## src/rtl/dac_wr_pkg.sv

```systemverilog
`timescale 1ns/1ps
package dac_wr_pkg;
    localparam int FRAME_BITS = 16;

    typedef enum logic [2:0] {
        ST_IDLE,
        ST_LEAD,
        ST_LOW,
        ST_HIGH,
        ST_PULSE,
        ST_GAP
    } wr_state_e;
endpackage

```

## src/rtl/dac_wr_timer.sv

```systemverilog
`timescale 1ns/1ps
module dac_wr_timer #(
    parameter int CW = 4
) (
    input  logic          clk,
    input  logic          rst,
    input  logic          load,
    input  logic [CW-1:0] load_val,
    output logic          done
);
    logic [CW-1:0] cnt;

    always_ff @(posedge clk) begin
        if (rst) begin
            cnt <= '0;
        end else if (load) begin
            cnt <= load_val;
        end else if (cnt != '0) begin
            cnt <= cnt - 1'b1;
        end
    end

    assign done = (cnt == '0);
endmodule

```

## src/rtl/dac_wr_shift.sv

```systemverilog
`timescale 1ns/1ps
module dac_wr_shift #(
    parameter int W = 16
) (
    input  logic         clk,
    input  logic         rst,
    input  logic         load,
    input  logic [W-1:0] load_word,
    input  logic         shift,
    output logic         msb,
    output logic         last
);
    localparam int NW = $clog2(W + 1);

    logic [W-1:0]  sr;
    logic [NW-1:0] left;

    always_ff @(posedge clk) begin
        if (rst) begin
            sr   <= '0;
            left <= '0;
        end else if (load) begin
            sr   <= load_word;
            left <= NW'(W);
        end else if (shift) begin
            sr   <= {sr[W-2:0], 1'b0};
            left <= left - 1'b1;
        end
    end

    assign msb  = sr[W-1];
    assign last = (left == NW'(1));
endmodule

```

## src/rtl/dac_wr_ctrl.sv

```systemverilog
`timescale 1ns/1ps
module dac_wr_ctrl
    import dac_wr_pkg::*;
#(
    parameter int DIV_HALF  = 4,
    parameter int LEAD_MIN  = 3,
    parameter int PULSE_MIN = 4,
    parameter int IDLE_MIN  = 10
) (
    input  logic        clk,
    input  logic        rst,
    input  logic        in_valid,
    input  logic [15:0] in_word,
    input  logic        in_sync_mode,
    output logic        in_ready,
    output logic        busy,
    output logic        sclk,
    output logic        sync_n,
    output logic        din,
    output logic        load_n
);
    localparam int H_C  = (DIV_HALF  < 1) ? 1 : DIV_HALF;
    localparam int L_C  = (LEAD_MIN  < 1) ? 1 : LEAD_MIN;
    localparam int P_C  = (PULSE_MIN < 1) ? 1 : PULSE_MIN;
    localparam int I_C  = (IDLE_MIN  < 1) ? 1 : IDLE_MIN;
    localparam int M1   = (H_C > L_C) ? H_C : L_C;
    localparam int M2   = (P_C > I_C) ? P_C : I_C;
    localparam int MAXC = (M1 > M2) ? M1 : M2;
    localparam int CW   = $clog2(MAXC + 1);
    localparam logic [CW-1:0] H_LD = CW'(H_C - 1);
    localparam logic [CW-1:0] L_LD = CW'(L_C - 1);
    localparam logic [CW-1:0] P_LD = CW'(P_C - 1);
    localparam logic [CW-1:0] I_LD = CW'(I_C - 1);

    wr_state_e     state, nxt;
    logic          mode_q;
    logic          tmr_load, tmr_done;
    logic [CW-1:0] tmr_val;
    logic          sh_load, sh_shift, sh_msb, sh_last;

    dac_wr_timer #(.CW(CW)) u_timer (
        .clk      (clk),
        .rst      (rst),
        .load     (tmr_load),
        .load_val (tmr_val),
        .done     (tmr_done)
    );

    dac_wr_shift #(.W(FRAME_BITS)) u_shift (
        .clk       (clk),
        .rst       (rst),
        .load      (sh_load),
        .load_word (in_word),
        .shift     (sh_shift),
        .msb       (sh_msb),
        .last      (sh_last)
    );

    // State register
    always_ff @(posedge clk) begin
        if (rst) begin
            state <= ST_IDLE;
        end else begin
            state <= nxt;
        end
    end

    // Load mode captured with the word
    always_ff @(posedge clk) begin
        if (rst) begin
            mode_q <= 1'b0;
        end else if (sh_load) begin
            mode_q <= in_sync_mode;
        end
    end

    // Transitions and datapath controls
    always_comb begin
        nxt      = state;
        tmr_load = 1'b0;
        tmr_val  = '0;
        sh_load  = 1'b0;
        sh_shift = 1'b0;
        unique case (state)
            ST_IDLE: begin
                if (in_valid) begin
                    nxt      = ST_LEAD;
                    tmr_load = 1'b1;
                    tmr_val  = L_LD;
                    sh_load  = 1'b1;
                end
            end
            ST_LEAD: begin
                if (tmr_done) begin
                    nxt      = ST_LOW;
                    tmr_load = 1'b1;
                    tmr_val  = H_LD;
                end
            end
            ST_LOW: begin
                if (tmr_done) begin
                    tmr_load = 1'b1;
                    if (!sh_last) begin
                        nxt      = ST_HIGH;
                        tmr_val  = H_LD;
                        sh_shift = 1'b1;
                    end else if (mode_q) begin
                        nxt     = ST_GAP;
                        tmr_val = I_LD;
                    end else begin
                        nxt     = ST_PULSE;
                        tmr_val = P_LD;
                    end
                end
            end
            ST_HIGH: begin
                if (tmr_done) begin
                    nxt      = ST_LOW;
                    tmr_load = 1'b1;
                    tmr_val  = H_LD;
                end
            end
            ST_PULSE: begin
                if (tmr_done) begin
                    nxt      = ST_GAP;
                    tmr_load = 1'b1;
                    tmr_val  = I_LD;
                end
            end
            ST_GAP: begin
                if (tmr_done) begin
                    nxt = ST_IDLE;
                end
            end
            default: nxt = ST_IDLE;
        endcase
    end

    // Outputs decoded from state
    always_comb begin
        sync_n = 1'b1;
        sclk   = 1'b1;
        load_n = 1'b1;
        din    = 1'b0;
        busy   = 1'b1;
        unique case (state)
            ST_IDLE:  busy = 1'b0;
            ST_LEAD: begin
                sync_n = 1'b0;
                din    = sh_msb;
            end
            ST_LOW: begin
                sync_n = 1'b0;
                sclk   = 1'b0;
                din    = sh_msb;
                load_n = !mode_q;
            end
            ST_HIGH: begin
                sync_n = 1'b0;
                din    = sh_msb;
                load_n = !mode_q;
            end
            ST_PULSE: load_n = 1'b0;
            ST_GAP:   busy   = 1'b1;
            default:  busy   = 1'b1;
        endcase
    end

    assign in_ready = (state == ST_IDLE);
endmodule

```

## config.mk

```make
export PLATFORM = sky130hd
export DESIGN_NAME = dac_wr_ctrl
export DESIGN_NICKNAME = d
export VERILOG_FILES = /design/src/rtl/dac_wr_pkg.sv /design/src/rtl/dac_wr_timer.sv /design/src/rtl/dac_wr_shift.sv /design/src/rtl/dac_wr_ctrl.sv
export SDC_FILE = /design/constraint.sdc
export NUM_CORES = 1
export LEC_CHECK = 0
export CORE_MARGIN = 10
export CORE_UTILIZATION = 55
export CTS_CLUSTER_SIZE = 25
export DETAILED_ROUTE_END_ITERATION = 10
export DONT_BUFFER_PORTS = 1
export GPL_ROUTABILITY_DRIVEN = 0
export HOLD_SLACK_MARGIN = 0.15
export PLACE_DENSITY = 0.68
export SKIP_CTS_REPAIR_TIMING = 1
export SYNTH_ARGS = -nofsm -noshare
export SYNTH_HDL_FRONTEND = slang
export SYNTH_HIERARCHICAL = 1
export SYNTH_SLANG_ARGS = --single-unit
```

## constraint.sdc

```tcl
create_clock -name clk -period 5.9 [get_ports clk]
set_clock_uncertainty 0.1 [all_clocks]
set_input_delay 0.295 -clock clk [delete_from_list [all_inputs] [get_ports clk]]
set_output_delay 0.295 -clock clk [all_outputs]
set_load 0.05 [all_outputs]
```

==> summary.md <==
| Metric | Value |
|---|---|
| Main combinational cell family by area after synthesis | `simple AND/OR/NAND/NOR gates` |
| Internal Power | `0.000482 W` |
| Root buffer cell | `clkbuf_4` |
| Most common cell in the synthesized netlist | `nand2_1` |
| Routed wire length | `3.44 mm` |
| Yosys warns | `6` |
| Ant diodes | `0` |
| Iteration-0 DRC Markers | `85` |
| Worst R2R End | `u_shift/sr[1]` |
| Commonest cells in the netlist | `nand2_1 (38), dfxtp_1 (29), a21oi_1 (18)` |
| Register-to-Register Path Depth | `7` |
| # IOs | `26` |
| Mapped Nets | `203` |
| Peak Freq | `335 MHz` |
| CTS tree | `done` |
| Final Instance Area | `0.00188 sq mm` |
| Final nets | `226` |
| Synth Flop Type | `dfxtp_1` |
| Clock share of power | `16.5%` |
| Mapped Cells | `180` |
| HPWL Detailed | `2.14 mm` |
| Die H | `73.1 um` |
| Setup violators final | `0` |
| Peak VDD IR | `0.394 mV` |
| Crit start category | `flop` |
| Area contributors post-synth | `dfxtp_1 (37%), mux2_2 (12%), nand2_1 (9.2%)` |
| Switching share of total power | `43.3%` |
| Pleak | `just over 0.7 nW` |
| Worst-case clock buffer depth | `2` |
| Area of the die | `0.00535 sq mm` |
| Top-area cell type share of the netlist area | `between 30 and 40%` |
| Comb pwr share | `about half` |
| DRT Pass-1 Iters | `4` |
| Reg power frac | `34.9%` |
| Mean Syn Cell Area | `8.62 sq um` |
| Crit Path Max Fanout | `21` |
| Total power | `0.000849 W` |
| Worst-path clk slew | `90 ps` |
| Pin count of the biggest net entering global routing | `31` |
| Mux contribution to synthesized area | `12.3%` |
| CTS Buf Count | `5` |
| Simple logic cell fraction of the synthesized area | `between 20% and 30%` |
| CTS Sinks | `29` |
| Setup TNS | `0 ps` |
| Max Slew Vio Count | `0` |
| Final Hold Viols | `0` |
| Leading area contributor after synthesis | `dfxtp_1` |
| Worst reg2reg setup slack | `2910 ps` |
| Post-DP Area | `0.00156 sq mm` |
| Routed vias | `1315` |
| Max-slew headroom | `29.8%` |
| FF-to-FF Start | `state[1]` |
| Hold_sp | `in_valid` |
| Fin crit share | `50.7%` |
| Gr ovfl total | `0` |
| PortBufs | `0` |
| Sw power | `0.000367 W` |
| Core Area | `0.00273 sq mm` |
| Post-Syn Area | `0.00155 sq mm` |
| CP required | `between 6000 and 7000 ps` |
| Clk_lat worst skew | `330 ps` |
| Flops & latches, synth | `29` |
| Initial antenna violation count | `0` |
| Die Width | `73.1 um` |
| Tightest Hold Check Type | `in2reg` |
| DRC Markers | `0` |
| Drt via density | `5.60` |
| Tot GR Track Use | `12.0%` |
| Complex-gate fraction of the synthesized area | `13.3%` |
| CP endpoint kind | `flop` |
| Htree depth | `2` |
| DRT antenna net count | `0` |
| Setup CP Type | `reg2reg` |
| Vias in the first global route | `1119` |
| Initial core utilization | `56.8%` |
| Share of cells above drive strength 1 | `17.6%` |
| Unique masters post-synth | `40` |
| Wire per inst | `14.6 um` |
| Outcome | `complete, no violations` |
| PD cells | `452 mW/mm^2` |
| Post-synthesis adder-cell area fraction | `2.42%` |
| Post-synthesis async set-or-reset flop share | `0%` |
| Xor/xnor cell area share of the yosys netlist | `2.82%` |
| Fillers | `213` |
| First-pass GRT wire length | `between 5 and 6 mm` |
| Worst EP arrival | `slightly above 3000 ps` |
| Syn-to-layout area delta | `21.1%` |
| Seq/Total Area, Yosys | `37.4%` |
| Max-Cap Viols | `0` |
| Site Rows | `19` |
| Post-synth EDFFs | `0` |
| RSZ-0062 raised after global routing | `no` |
| Hold path cells | `4` |
| Worst-Margin Slew | `1050 ps` |
| Final min period | `between 2000 and 3000 ps` |
| Worst Hold End | `u_timer/cnt[1]` |
[metrics by stage]
stage | cells | util [%] | setup WS (ps) | hold slack, ps
after floorplan | 180 | - | 3210 | 264
after global routing | 235 | 68.7 | 2750 | 198
after detailed placement | 203 | 57.0 | 3020 | 270
after CTS | 211 | 59.6 | 3000 | -88.5
after global placement | 203 | 57.0 | 3080 | 269
final | 235 | 68.7 | 2910 | 194
[cells in the final DEF, fill, tap and decap left out, types with 3 or more instances in the layout]
cell           Yosys  routed
nor3b_1            4       3
nor3_1             5       5
nor2b_1            5       5
o21ai_0            4       4
inv_1              7       7
nor2_1             6       6
dfxtp_1           29      29
a21oi_1           18      18
ha_1               3       3
nand2_1           38      38
dlygate4sd3_1      0      23
clkbuf_4           0       5
xnor2_1            4       4
mux2_2            16      16
[state kept, by name (all words and copies together), names as in the netlist]
| name | count |
|---|---|
| mode_q | 1 |
| state | 3 |
| u_shift/left | 5 |
| u_shift/sr | 16 |
| u_timer/cnt | 4 |
[final cells by class]
| type | count | area, sq um | share of cell area, % |
|---|---|---|---|
| Clock buffer | 7 | 65.1 | 3.46 |
| Clock inverter | 1 | 5.00 | 0.266 |
| Inverter | 8 | 30.0 | 1.60 |
| Multi-Input combinational cell | 133 | 895 | 47.6 |
| Sequential cell | 29 | 581 | 30.9 |
| Tap cell | 31 | 38.8 | 2.06 |
| Timing Repair Buffer | 26 | 265 | 14.1 |
[power groups by stage]
stage	clock network (W)	registers [W]	logic, W
2_1_floorplan	0	0.000274	0.000356
3_3_place_gp	0	0.000296	0.000376
3_5_place_dp	0	0.000299	0.000386
4_1_cts	0.000142	0.000295	0.000387
5_1_grt	0.000150	0.000304	0.000451
6_report	0.000140	0.000296	0.000413
[critical path: stages (launching register included)]
cell	delay (ps)
dfxtp_1	620
nand2_1	500
nor3b_2	270
buf_4	290
mux2_2	360
nand2_1	60
a21oi_1	70
dlygate4sd3_1	580
[logic make-up after synthesis]
group           count (synthesis)
buf+inv                        18
other cells                     1
compound gates                 35
mux                            17
fa+ha+maj                       3
flops                          29
xor+xnor                        5
simple gates                   72
[metal layers]
layer	GRT usage [%]	vias up	part of all wire [%]
met3	6.94	12	5.6
met5	0	-	0
li1	-	665	-
met1	12.9	607	45
met4	6.33	0	2.5
met2	18.1	31	47
[worst max path at each step]
| stage | startpoint | endpoint |
|---|---|---|
| after CTS | state[1] | u_timer/cnt[3] |
| after detailed placement | state[1] | u_timer/cnt[3] |
| after floorplan | state[2] | u_timer/cnt[3] |
| after global placement | state[1] | u_timer/cnt[3] |
| after global routing | state[1] | u_shift/sr[1] |
| final | state[1] | u_shift/sr[1] |
Power figures use the tool's default switching activity.
